[config.mk]
export PLATFORM = sky130hd
export DESIGN_NAME = rle_byte_encoder
export DESIGN_NICKNAME = d
export VERILOG_FILES = /design/src/rtl/rle_pkg.sv /design/src/rtl/rle_run_ctrl.sv /design/src/rtl/rle_out_queue.sv /design/src/rtl/rle_byte_encoder.sv
export SDC_FILE = /design/constraint.sdc
export NUM_CORES = 1
export LEC_CHECK = 0
export BUFFER_PORTS_ARGS = -buffer_cell sky130_fd_sc_hd__buf_2
export CAP_MARGIN = 20
export CORE_MARGIN = 2
export CORE_UTILIZATION = 40
export DETAILED_ROUTE_END_ITERATION = 10
export PLACE_DENSITY = 0.6
export SLEW_MARGIN = 10
export SYNTH_ARGS = -nofsm -noshare
export SYNTH_HDL_FRONTEND = slang
export SYNTH_SLANG_ARGS = --single-unit
[constraint.sdc]
create_clock -name clk -period 3.9 [get_ports clk]
set_input_delay 0.39 -clock clk [delete_from_list [all_inputs] [get_ports clk]]
set_output_delay 0.39 -clock clk [all_outputs]
set_load 0.01 [all_outputs]
[src/rtl/rle_pkg.sv]
package rle_pkg;
  localparam logic [7:0] ESC_BYTE = 8'h1B;
  localparam int CNT_W = 4;
  localparam int RUN_MAX = 15;
  localparam int REC_BYTES = 3;

  // strobes from the run control into the queue datapath
  typedef struct packed {
    logic [1:0] pushCount;
    logic [7:0] byte0;
    logic [7:0] byte1;
    logic [7:0] byte2;
  } pushReq_t;
endpackage

[src/rtl/rle_run_ctrl.sv]
module rle_run_ctrl
  import rle_pkg::*;
(
  input  logic       clk,
  input  logic       rst,
  input  logic       inValid,
  input  logic [7:0] inByte,
  input  logic       flush,
  output pushReq_t   pushReq
);
  logic [7:0]       curByte, nextByte;
  logic [CNT_W-1:0] runCount, nextCount, closeLen;
  logic             closeRun;

  always_comb begin
    closeRun  = 1'b0;
    closeLen  = runCount;
    nextCount = runCount;
    nextByte  = curByte;
    if (flush) begin
      closeRun  = (runCount != '0);
      nextCount = '0;
    end else if (inValid) begin
      if (runCount == '0) begin
        nextCount = CNT_W'(1);
        nextByte  = inByte;
      end else if (inByte == curByte) begin
        if (runCount == CNT_W'(RUN_MAX - 1)) begin
          closeRun  = 1'b1;
          closeLen  = CNT_W'(RUN_MAX);
          nextCount = '0;
        end else begin
          nextCount = runCount + CNT_W'(1);
        end
      end else begin
        closeRun  = 1'b1;
        nextCount = CNT_W'(1);
        nextByte  = inByte;
      end
    end
  end

  always_comb begin
    pushReq = '0;
    if (closeRun) begin
      if (curByte == ESC_BYTE || closeLen >= CNT_W'(3)) begin
        pushReq.pushCount = 2'(REC_BYTES);
        pushReq.byte0     = ESC_BYTE;
        pushReq.byte1     = {{(8-CNT_W){1'b0}}, closeLen};
        pushReq.byte2     = curByte;
      end else begin
        pushReq.pushCount = closeLen[1:0];
        pushReq.byte0     = curByte;
        pushReq.byte1     = curByte;
      end
    end
  end

  always_ff @(posedge clk) begin
    if (rst) begin
      runCount <= '0;
      curByte  <= '0;
    end else begin
      runCount <= nextCount;
      curByte  <= nextByte;
    end
  end

  assert_count_cap_R5: assert property (@(posedge clk) disable iff (rst)
    runCount <= CNT_W'(RUN_MAX - 1));
  assert_flush_clears_R8: assert property (@(posedge clk) disable iff (rst)
    flush |=> runCount == '0);
  assert_idle_holds_R9: assert property (@(posedge clk) disable iff (rst)
    (!inValid && !flush) |=> ($stable(runCount) && $stable(curByte)));
endmodule

[src/rtl/rle_out_queue.sv]
module rle_out_queue
  import rle_pkg::*;
#(
  parameter int DEPTH = 32
) (
  input  logic       clk,
  input  logic       rst,
  input  pushReq_t   pushReq,
  output logic       dataValid,
  output logic [7:0] dataOut
);
  localparam int AW = $clog2(DEPTH);

  logic [7:0] mem [DEPTH];
  logic [7:0] pushData [REC_BYTES];
  logic [AW-1:0] wrPtr, rdPtr;
  logic [AW:0]   level;
  logic          popNow;

  assign pushData[0] = pushReq.byte0;
  assign pushData[1] = pushReq.byte1;
  assign pushData[2] = pushReq.byte2;
  assign popNow = !dataValid && (level != '0);

  always_ff @(posedge clk) begin
    for (int k = 0; k < REC_BYTES; k++) begin
      if (k < int'(pushReq.pushCount))
        mem[wrPtr + AW'(k)] <= pushData[k];
    end
  end

  always_ff @(posedge clk) begin
    if (rst) begin
      wrPtr     <= '0;
      rdPtr     <= '0;
      level     <= '0;
      dataValid <= 1'b0;
      dataOut   <= '0;
    end else begin
      wrPtr <= wrPtr + AW'(pushReq.pushCount);
      rdPtr <= rdPtr + AW'(popNow);
      level <= level + (AW+1)'(pushReq.pushCount) - (AW+1)'(popNow);
      if (popNow) begin
        dataValid <= 1'b1;
        dataOut   <= mem[rdPtr];
      end else begin
        dataValid <= 1'b0;
      end
    end
  end

  assert_no_overflow_R7: assert property (@(posedge clk) disable iff (rst)
    (32'(level) + 32'(pushReq.pushCount)) <= DEPTH);
  assert_single_pulse_R6: assert property (@(posedge clk) disable iff (rst)
    dataValid |=> !dataValid);
  assert_hold_byte_R6: assert property (@(posedge clk) disable iff (rst)
    !dataValid |=> (dataValid || $stable(dataOut)));
  assert_reset_quiet_R1: assert property (@(posedge clk)
    rst |=> !dataValid);
endmodule

[src/rtl/rle_byte_encoder.sv]
module rle_byte_encoder
  import rle_pkg::*;
#(
  parameter int FIFO_DEPTH = 32
) (
  input  logic       clk,
  input  logic       rst,
  input  logic       inValid,
  input  logic [7:0] inByte,
  input  logic       flush,
  output logic       dataValid,
  output logic [7:0] dataOut
);
  pushReq_t pushReq;

  rle_run_ctrl u_ctrl (
    .clk     (clk),
    .rst     (rst),
    .inValid (inValid),
    .inByte  (inByte),
    .flush   (flush),
    .pushReq (pushReq)
  );

  rle_out_queue #(.DEPTH(FIFO_DEPTH)) u_queue (
    .clk       (clk),
    .rst       (rst),
    .pushReq   (pushReq),
    .dataValid (dataValid),
    .dataOut   (dataOut)
  );
endmodule

==> results_dict.tcl <==
set metrics [dict create \
    min_from "inByte[4]" \
    most-common-layout-cells "256 x edfxtp_1, 143 x nor2_1, 93 x o221a_2" \
    port_buffers 20 \
    max_slew.worst_pin.slew_ns 1.05 \
    p_per_area_mw_per_mm2 456 \
    drt-initial-drc-count 1736 \
    setup_tns_ns 0 \
    cts_root_buf "clkbuf_16" \
    finalCritPeriodShare 0.901 \
    ios 21 \
    nets 1281 \
    die_x_um 202 \
    peakVddDrop_uv 316 \
    final-max-slew-violation-count 0 \
    cap_viol_max_count 0 \
    cts_buffers 31 \
    p_seq_frac 0.454 \
    syn-instance-count 1257 \
    core_mm2 0.0386 \
    pre_cts_slack_ns 0.358 \
    cts_tree "built" \
    leakage_nw 5.82 \
    rrSetupSlack_ns 0.39 \
    rsz0062_at_grt "false" \
    first_pass_iters 6 \
    synth_cell_type_count 71 \
    antenna_found_initial 0 \
    gr-total-overflow 0 \
    cts_hold_buffers 0 \
    synth_edf_count 256 \
    ant_nets 0 \
    die_h_um 202 \
    diodes 0 \
    post-route-drc-count 0 \
    synth.yosys.seq_area_share 0.538 \
    n_fill_cell 3521 \
    power.switching_mw 2.13 \
    seq_area_mm2 0.00843 \
    p_clk_frac 0.369 \
    rows 72 \
    final_layout_size_suffix_gt1_frac 0.265 \
    worstPathMaxFanout 10 \
    critPathCaptureType "register" \
    max-slew-margin-rel 0.297 \
    viasPerCell 6.53 \
    cts.repair.resized 0 \
    crit_type "register to register" \
    layout_setup_ws_ns 0.387 \
    post-cts-setup-buffers 0 \
    track_usage 0.246 \
    critPathArrivalTime_ns 3.67 \
    num_vias 11700 \
    initial_core_util 0.405 \
    synth_ff_type "edfxtp_1" \
    die_area_mm2 0.0408 \
    avgRoutedWirePerCell_um 28.1 \
    syn2layout_area_growth_pct 10.4 \
    async_flop_share 0 \
    grt_pass1_vias 11600 \
    ys_seq_elements 293 \
    period_minus_slack_ns 3.51 \
    fin_worst_skew_ns 0.0163 \
    yosys_warnings 0 \
    clk_latency_ns 0.59 \
    p_sw_frac 0.270 \
    cp-startpoint "u_ctrl.curByte[6]$_SDFFE_PP0P_" \
    syn_area_mm2 0.0157 \
    h-tree-depth 1 \
    grt_pass1_wl_mm 75.1 \
    worstSetupStartpointType "register" \
    syn_nets 1288 \
    cts_num_sinks 293 \
    synth_area_per_cell_um2 12.5 \
    cts.clk_slew.worst_paths_ns 0.07 \
    dp_hpwl_mm 35.5 \
    final_common_cell "edfxtp_1" \
    hold_viol_final 0 \
    required_ns 4.06 \
    share_comb_of_total_power 0.177 \
    cts.path.max_buffers 3 \
    r2r_start "u_ctrl.curByte[6]$_SDFFE_PP0P_" \
    gp_congestion 0.947 \
    status "complete, no violations" \
    whs_ns 0.0555 \
    timing.fmax_ghz 0.285 \
    min-delay-path-class "primary input to register" \
    multi_input_area_mm2 0.00662 \
    finalSetupViolations 0 \
    internal-power_mw 5.75 \
    drt-total-wl_mm 50.3 \
    grt_start_max_net_pins 35 \
]
## Yosys cell counts (17+ instances only)
master	instances	area, um2
edfxtp_1	256	7690
nor2_1	145	544
o221a_2	93	1050
nand2_1	88	330
mux4_2	64	1440
a21oi_1	60	300
clkbuf_1	48	180
o22ai_1	47	294
buf_2	43	215
dfxtp_1	37	741
o21ai_0	31	155
nand3_1	28	140
mux2_2	25	282
o221ai_1	23	201
ha_1	17	213
## flip-flops by register name, summed over array words and instances (netlist names)
| signal | cells |
|---|---|
| u_queue.mem | 256 |
| u_ctrl.curByte | 8 |
| u_queue.dataOut | 8 |
| u_queue.level | 6 |
| u_queue.rdPtr | 5 |
| u_queue.wrPtr | 5 |
| u_ctrl.runCount | 4 |
| u_queue.dataValid | 1 |
## critical path, stage by stage, from the launching register on
cell	delay [ns]
dfxtp_1	0.46
xor2_1	0.12
nor4_2	0.69
and3_1	0.74
nor3_1	0.23
nand2_1	0.30
o221ai_1	0.54
## path summary, 6_finish.rpt
kind                                           to  cells past startpoint
hold / removal     u_ctrl.curByte[4]$_SDFFE_PP0P_                      3
hold reg to reg   u_queue.dataOut[7]$_SDFFE_PP0P_                      1
setup reg to reg     u_queue.mem[11][7]$_DFFE_PP_                      6
setup / recovery     u_queue.mem[11][7]$_DFFE_PP_                      6
## cell type report
| class | count | share of cell area |
|---|---|---|
| tap | 518 | 0.0375 |
| timing repair buffer | 77 | 0.0320 |
| multi-input combinational | 830 | 0.383 |
| clock inverter | 19 | 0.0105 |
| clock buffer | 36 | 0.0460 |
| sequential | 293 | 0.488 |
| inverter | 17 | 0.00369 |
## metrics by stage
step / power (mW) / instances / area (um2) / utilization
final: 7.88 / 1790 / 17300 / 0.447
after global routing: 8.15 / 1790 / 17300 / 0.447
after CTS: 7.90 / 1790 / 17300 / 0.447
after detailed placement: 5.04 / 1735 / 16300 / 0.422
after global placement: 5.03 / 1735 / 16300 / 0.422
after floorplan: 4.59 / 1257 / 15700 / -
## cell families after synthesis
kind of cell / share of synthesized area
AOI/OAI and AO/OA: 0.164
xor gates and xnor gates: 0.0112
adders and majority gates: 0.0161
and+or+nand+nor: 0.110
muxes: 0.120
buffers and inverters: 0.0402
DFF: 0.538
## layer usage
| metal | global-route usage | part of all wire | vias to the layer above |
|---|---|---|---|
| met5 | 0 | 0 | - |
| met2 | 0.380 | 0.45 | 749 |
| met3 | 0.0443 | 0.098 | 166 |
| met1 | 0.339 | 0.40 | 5820 |
| met4 | 0.111 | 0.055 | 0 |
| li1 | - | - | 4961 |
## power by group through the flow
stage,Sequential (mW),Combinational [mW],Clock (mW)
floorplan,3.57,1.02,0
global placement,3.65,1.38,0
detailed placement,3.65,1.39,0
CTS,3.59,1.40,2.92
global route,3.60,1.50,3.04
finish,3.58,1.39,2.90
(Power assumes the default switching activity.)
